--- config.mk ---
export PLATFORM = sky130hd
export DESIGN_NAME = vidMerge
export DESIGN_NICKNAME = d
export VERILOG_FILES = /design/src/rtl/vmPkg.sv /design/src/rtl/vmCtrl.sv /design/src/rtl/vmPixPath.sv /design/src/rtl/vmMeasure.sv /design/src/rtl/vidMerge.sv
export SDC_FILE = /design/constraint.sdc
export NUM_CORES = 1
export LEC_CHECK = 0
export BUFFER_PORTS_ARGS = -buffer_cell sky130_fd_sc_hd__buf_2
export CAP_MARGIN = 20
export CORE_ASPECT_RATIO = 1.25
export CORE_MARGIN = 4
export CORE_UTILIZATION = 30
export CTS_CLUSTER_SIZE = 14
export DETAILED_ROUTE_END_ITERATION = 8
export GPL_TIMING_DRIVEN = 0
export PLACE_DENSITY_LB_ADDON = 0.2
export RECOVER_POWER = 25
export SLEW_MARGIN = 20
export SYNTH_ARGS = -nofsm -noshare
export SYNTH_HDL_FRONTEND = slang
export SYNTH_SLANG_ARGS = --single-unit
--- constraint.sdc ---
create_clock -name clk -period 2 [get_ports clk]
set_input_delay 0.6 -clock clk [delete_from_list [all_inputs] [get_ports clk]]
set_output_delay 0.6 -clock clk [all_outputs]
set_load 0.03 [all_outputs]
--- src/rtl/vmPkg.sv ---
package vmPkg;
  // Strobes from the control to the pixel path, one cycle's worth
  typedef struct packed {
    logic live;         // current beat is aligned and passed through
    logic lockedFrame;  // live beat at raster frame start
    logic stall;        // locked active cycle without data
    logic sizeErr;      // locked beat out of place on the raster
    logic accept;       // stream handshake this cycle
  } vmStrobe_t;

  typedef enum logic {
    MERGE_HUNT   = 1'b0,
    MERGE_LOCKED = 1'b1
  } vmState_e;
endpackage

--- src/rtl/vmCtrl.sv ---
module vmCtrl
  import vmPkg::*;
#(
  parameter int CNTW = 16
) (
  input  logic            clk,
  input  logic            rstN,
  input  logic            inTvalid,
  input  logic            inTuser,
  input  logic            inTlast,
  input  logic            refSof,
  input  logic            refSol,
  input  logic            refActive,
  output logic            inTready,
  output logic            locked,
  output vmStrobe_t       strb,
  output logic [CNTW-1:0] lockedCount,
  output logic [CNTW-1:0] sizeErrCount,
  output logic [CNTW-1:0] stallCount
);
  vmState_e stateQ;
  logic     prevLastQ;
  logic     frameStart;
  logic     acquire;
  logic     checkBeat;
  logic     sizeErrNow;
  logic     stallNow;

  always_comb begin
    frameStart = refSof && refActive;
    acquire    = (stateQ == MERGE_HUNT) && frameStart && inTvalid && inTuser;
    checkBeat  = (stateQ == MERGE_LOCKED) && refActive && inTvalid;
    stallNow   = (stateQ == MERGE_LOCKED) && refActive && !inTvalid;
    sizeErrNow = checkBeat && ((refSol != prevLastQ) || (inTuser != refSof));
    if (stateQ == MERGE_LOCKED) inTready = refActive;
    else                        inTready = inTvalid && (!inTuser || frameStart);
    strb.accept      = inTvalid && inTready;
    strb.live        = acquire || (checkBeat && !sizeErrNow);
    strb.lockedFrame = frameStart && strb.live;
    strb.stall       = stallNow;
    strb.sizeErr     = sizeErrNow;
  end

  assign locked = (stateQ == MERGE_LOCKED);

  always_ff @(posedge clk or negedge rstN) begin
    if (!rstN) begin
      stateQ    <= MERGE_HUNT;
      prevLastQ <= 1'b0;
    end else begin
      if (acquire) stateQ <= MERGE_LOCKED;
      else if (stallNow || sizeErrNow) stateQ <= MERGE_HUNT;
      if (strb.live) prevLastQ <= inTlast;
    end
  end

  always_ff @(posedge clk or negedge rstN) begin
    if (!rstN) begin
      lockedCount  <= '0;
      sizeErrCount <= '0;
      stallCount   <= '0;
    end else begin
      if (strb.lockedFrame) lockedCount  <= lockedCount + CNTW'(1);
      if (sizeErrNow)       sizeErrCount <= sizeErrCount + CNTW'(1);
      if (stallNow)         stallCount   <= stallCount + CNTW'(1);
    end
  end


  stall_count_chk: assert property (@(posedge clk) disable iff (!rstN)
    strb.stall |=> stallCount == $past(stallCount) + CNTW'(1));

  size_err_count_chk: assert property (@(posedge clk) disable iff (!rstN)
    strb.sizeErr |=> sizeErrCount == $past(sizeErrCount) + CNTW'(1));

  lock_lost_chk: assert property (@(posedge clk) disable iff (!rstN)
    (strb.stall || strb.sizeErr) |=> !locked);

  locked_count_chk: assert property (@(posedge clk) disable iff (!rstN)
    strb.lockedFrame |=> lockedCount == $past(lockedCount) + CNTW'(1));

  hunt_hold_chk: assert property (@(posedge clk) disable iff (!rstN)
    (!locked && inTvalid && inTuser && !refSof) |-> !strb.accept);
endmodule

--- src/rtl/vmPixPath.sv ---
module vmPixPath
  import vmPkg::*;
#(
  parameter int BPS    = 8,
  parameter int PLANES = 3
) (
  input  logic                  clk,
  input  logic                  rstN,
  input  logic [BPS*PLANES-1:0] inTdata,
  input  logic [BPS*PLANES-1:0] blackLevel,
  input  logic                  fallbackRepeat,
  input  logic                  refActive,
  input  vmStrobe_t             strb,
  output logic [BPS*PLANES-1:0] outData,
  output logic                  outValid
);
  localparam int PW = BPS * PLANES;

  logic [PW-1:0] lastGoodQ;
  logic [PW-1:0] fillPix;
  logic [PW-1:0] nextPix;

  for (genvar p = 0; p < PLANES; p++) begin : g_plane
    assign fillPix[p*BPS +: BPS] = fallbackRepeat ? lastGoodQ[p*BPS +: BPS]
                                                  : blackLevel[p*BPS +: BPS];
  end

  always_comb begin
    if (!refActive)     nextPix = blackLevel;
    else if (strb.live) nextPix = inTdata;
    else                nextPix = fillPix;
  end

  always_ff @(posedge clk or negedge rstN) begin
    if (!rstN) begin
      outData   <= '0;
      outValid  <= 1'b0;
      lastGoodQ <= '0;
    end else begin
      outData  <= nextPix;
      outValid <= refActive;
      if (strb.live) lastGoodQ <= inTdata;
    end
  end


  live_pass_chk: assert property (@(posedge clk) disable iff (!rstN)
    (strb.live || strb.lockedFrame) |=> outData == $past(inTdata));

  live_accept_chk: assert property (@(posedge clk) disable iff (!rstN)
    strb.live |-> strb.accept);

  black_fill_chk: assert property (@(posedge clk) disable iff (!rstN)
    (refActive && !strb.live && !fallbackRepeat) |=> outData == $past(blackLevel));

  repeat_fill_chk: assert property (@(posedge clk) disable iff (!rstN)
    ((strb.stall || strb.sizeErr) && fallbackRepeat) |=> outData == $past(lastGoodQ));

  blank_black_chk: assert property (@(posedge clk) disable iff (!rstN)
    !refActive |=> (!outValid && outData == $past(blackLevel)));
endmodule

--- src/rtl/vmMeasure.sv ---
module vmMeasure #(
  parameter int HW   = 12,
  parameter int VW   = 12,
  parameter int CLKW = 24
) (
  input  logic            clk,
  input  logic            rstN,
  input  logic            accept,
  input  logic            inTuser,
  input  logic            inTlast,
  output logic [HW-1:0]   measWidth,
  output logic [VW-1:0]   measHeight,
  output logic [CLKW-1:0] clksPerFrame
);
  logic [HW-1:0]   pixCnt;
  logic [VW-1:0]   lineCnt;
  logic [CLKW-1:0] clkCnt;
  logic            seenSofQ;

  always_ff @(posedge clk or negedge rstN) begin
    if (!rstN) begin
      pixCnt       <= '0;
      lineCnt      <= '0;
      clkCnt       <= '0;
      seenSofQ     <= 1'b0;
      measWidth    <= '0;
      measHeight   <= '0;
      clksPerFrame <= '0;
    end else begin
      if (clkCnt != '1) clkCnt <= clkCnt + CLKW'(1);
      if (accept) begin
        if (inTlast) begin
          measWidth <= inTuser ? HW'(1) : pixCnt + HW'(1);
          pixCnt    <= '0;
        end else begin
          pixCnt <= inTuser ? HW'(1) : pixCnt + HW'(1);
        end
        if (inTuser) begin
          seenSofQ <= 1'b1;
          clkCnt   <= CLKW'(1);
          if (seenSofQ) begin
            measHeight   <= lineCnt;
            clksPerFrame <= clkCnt;
          end
          lineCnt <= inTlast ? VW'(1) : '0;
        end else if (inTlast) begin
          lineCnt <= lineCnt + VW'(1);
        end
      end
    end
  end


  width_nonzero_chk: assert property (@(posedge clk) disable iff (!rstN)
    (accept && inTlast) |=> measWidth != '0);

  frame_clks_chk: assert property (@(posedge clk) disable iff (!rstN)
    (accept && inTuser && seenSofQ) |=> clksPerFrame != '0);
endmodule

--- src/rtl/vidMerge.sv ---
module vidMerge
  import vmPkg::*;
#(
  parameter int BPS    = 8,
  parameter int PLANES = 3,
  parameter int HW     = 12,
  parameter int VW     = 12,
  parameter int CLKW   = 24,
  parameter int CNTW   = 16
) (
  input  logic                  clk,
  input  logic                  rstN,
  input  logic [BPS*PLANES-1:0] inTdata,
  input  logic                  inTvalid,
  input  logic                  inTuser,
  input  logic                  inTlast,
  output logic                  inTready,
  input  logic                  refSof,
  input  logic                  refSol,
  input  logic                  refActive,
  input  logic [BPS*PLANES-1:0] blackLevel,
  input  logic                  fallbackRepeat,
  output logic [BPS*PLANES-1:0] outData,
  output logic                  outValid,
  output logic                  locked,
  output logic [HW-1:0]         measWidth,
  output logic [VW-1:0]         measHeight,
  output logic [CLKW-1:0]       clksPerFrame,
  output logic [CNTW-1:0]       lockedCount,
  output logic [CNTW-1:0]       sizeErrCount,
  output logic [CNTW-1:0]       stallCount
);
  vmStrobe_t strb;

  vmCtrl #(.CNTW(CNTW)) i_ctrl (
    .clk(clk), .rstN(rstN),
    .inTvalid(inTvalid), .inTuser(inTuser), .inTlast(inTlast),
    .refSof(refSof), .refSol(refSol), .refActive(refActive),
    .inTready(inTready), .locked(locked), .strb(strb),
    .lockedCount(lockedCount), .sizeErrCount(sizeErrCount), .stallCount(stallCount)
  );

  vmPixPath #(.BPS(BPS), .PLANES(PLANES)) i_pix (
    .clk(clk), .rstN(rstN),
    .inTdata(inTdata), .blackLevel(blackLevel), .fallbackRepeat(fallbackRepeat),
    .refActive(refActive), .strb(strb),
    .outData(outData), .outValid(outValid)
  );

  vmMeasure #(.HW(HW), .VW(VW), .CLKW(CLKW)) i_meas (
    .clk(clk), .rstN(rstN),
    .accept(strb.accept), .inTuser(inTuser), .inTlast(inTlast),
    .measWidth(measWidth), .measHeight(measHeight), .clksPerFrame(clksPerFrame)
  );
endmodule

==> impl_metrics.toml <==
[run_status]
status = "complete, but fails checks"
failed_checks = "setup timing"

[floorplanning]
die-area_mm2 = 0.0317
coreArea_mm2 = 0.0285
rows = 69
ios = 180
die_w_um = 160
die_y_um = 198
start_util_pct = 30.4

[global_route]
grt_pass1_vias = 6645
antenna_found_initial = 3
grt_max_degree = 92
grt_pass1_wl_mm = 35.9
grt.total_usage_pct = 14.0
overflow = 0

[sta]
slew_headroom_pct = 37.5
fin_crit_sh_pct = 101
timing.fmax_ghz = 0.496
hold_viol = 0
worst_pin_slew_ns = 0.937
setup-tns-final_ns = -0.0146
slew_violations = 0
rsz0062_at_grt = "true"
fin_crit_ns = 2.01
fin_ws_ns = -0.0146
fin_hold_ws_ns = 0.325
finalSetupViolCount = 1
fin_skew_ns = 0.00961

[synthesis]
syn_avg_cell_area_um2 = 10.7
ys.flop_type = "dfrtp_1"
syn_nets = 876
ys_types = 53
seq_area_frac_synth_pct = 56.6
synth.ff_latch_count = 196
synth_top_area_share_pct = 56.6
synthArstFlopShare_pct = 100
syn_inst = 813
netlist_top_cells_area = "dfrtp_1, nand2_1, xnor2_1"
synth_warnings = 0
synth_edf_count = 0
syn_area_mm2 = 0.00866
synth_top_area_cell = "dfrtp_1"

[clock_tree]
clockBufferDepth = 2
clockRootBuffer = "clkbuf_16"
htree_levels = 4
clock-sinks = 196
cts_buffers = 17
cts_tree = "done"
clkTransAtPathRegs_ns = 0.07
clk_latency_ns = 0.43

[placement]
gp_congestion = 0.774
dp.cells = 1347
dpl_worst_slack_ns = -0.526
hpwl_mm = 15.7
port_buffers = 177

[routing]
first_pass_iters = 4
vias = 6675
dr.first_iter.drc_count = 244
drt_wl_total_mm = 21.8
wl_per_cell_um = 15.7
routed_via_density = 4.80
drc = 0
ant_nets = 0

[power]
pwr_density_cell_mw_per_mm2 = 989
irDropWorstVdd_uv = 487
power.share.combinational_pct = 21.1
swShare_pct = 33.6
p_leak_nw = 5.33
power_mw = 10.7
seqPwrFrac_pct = 47.0
clkPwrFrac_pct = 31.9
p_sw_mw = 3.59
internal_power_mw = 7.09

[finish]
fin_nets = 1086
drive_above_1_share_pct = 29.7
final_cell_mix = "dfrtp_1, buf_2, nand2_1, nor2_1, xnor2_1"
layout_commonest_cell = "dfrtp_1"
area_delta_synth_final_pct = 24.7
fin_cells = 1392

[worst_setup_path]
crit_required_ns = 1.40
criticalPathCategory = "reg -> out"
end_kind = "output port"
cp_max_fo = 5
arrival_ns = 1.41
startpoint_type = "register"

[worst_hold_path]
hp-class = "in -> reg"

[run]
maxCapViolCount = 0
==> cell type report <==
cell class | count | area (um2)
antenna | 1 | 2.50
buffer | 33 | 223
clock buffer | 19 | 433
clock inverter | 13 | 139
fill | 2911 | 17700
inverter | 5 | 18.8
multi-input combinational | 579 | 3620
sequential | 196 | 4910
tap | 355 | 444
timing repair buffer | 191 | 1010
==> repair_timing <==
item | 4_1_cts | 5_1_grt
resized for setup | 17 | 20
pin swaps | 2 | 5
hold buffers | 1 | 0
setup endpoints to repair | 87 | 83
endpoints found under the hold margin | 15 | 0
gates cloned | 0 | 1
setup buffers | 1 | 9
==> worst max-delay path: stages (launching register included) <==
cell and delay (ns):
dfrtp_2 0.44, buf_6 0.14, nor2_4 0.10, a22o_1 0.15, buf_6 0.14
==> cell families (layout without fill, tap and decap cells) <==
| kind of cell | Yosys count | in the layout | share of synthesized area, % |
|---|---|---|---|
| XOR/XNOR | 81 | 81 | 8.19 |
| buffers and inverters | 38 | 261 | 2.34 |
| AO/OA/AOI/OAI | 124 | 124 | 9.04 |
| adder cells (fa/ha/maj) | 6 | 6 | 0.867 |
| multiplexers | 38 | 38 | 4.93 |
| other | 0 | 1 | 0 |
| AND/OR/NAND/NOR | 330 | 330 | 18.0 |
| flip-flops | 196 | 196 | 56.6 |
==> metal layers <==
metal,GRT usage (%),wire (um)
met1,18.2,9750
met5,0,14
met3,4.14,1290
met2,22.5,10400
met4,4.40,344
==> stage by stage <==
stage	utilization, %	cell area, um2
floorplan	-	8670
global placement	35.1	10000
detailed placement	35.3	10100
CTS	37.5	10700
global route	37.9	10800
finish	37.9	10800
==> sequential cells by signal, summed over array words and instances, names as in the netlist, 16 cells and up <==
name                 count
i_ctrl.stallCount       16
i_pix.lastGoodQ         24
i_meas.clkCnt           24
i_ctrl.lockedCount      16
i_pix.outData           24
i_meas.clksPerFrame     24
i_ctrl.sizeErrCount     16
==> power groups by stage <==
| stage | Combinational [mW] | Clock, mW | Sequential, mW |
|---|---|---|---|
| final | 2.26 | 3.41 | 5.02 |
| after global routing | 2.49 | 3.70 | 5.11 |
| after CTS | 2.25 | 3.56 | 5.02 |
| after detailed placement | 2.23 | 0 | 5.10 |
| after global placement | 2.20 | 0 | 5.08 |
| after floorplan | 0.804 | 0 | 5.67 |
==> cell usage after synthesis (12+ instances only) <==
library cell and instances:
a21oi_1 37, and3_1 12, and4_1 12, buf_2 12, clkbuf_1 13, dfrtp_1 196, mux2_2 37, nand2_1 144
nand3_1 37, nand4_1 23, nor2_1 60, nor3_1 17, o21ai_0 46, xnor2_1 53, xor2_1 28
==> worst paths after layout <==
check                                 startpoint                     to  slack, ns  depth (start not counted)
max in group asynchronous                   rstN       i_meas.clkCnt[0]       0.34                          3
hold reg to reg            i_ctrl.stallCount[15]  i_ctrl.stallCount[15]       0.46                          1
min in group asynchronous                   rstN    i_meas.measWidth[7]       0.56                          2
setup reg to reg                i_ctrl.prevLastQ      i_pix.outData[22]       0.09                          6
setup / recovery                   i_ctrl.locked               inTready      -0.01                          4
hold / removal                         refActive         i_pix.outValid       0.33                          1
No activity file was read; power rests on OpenSTA's default activity.
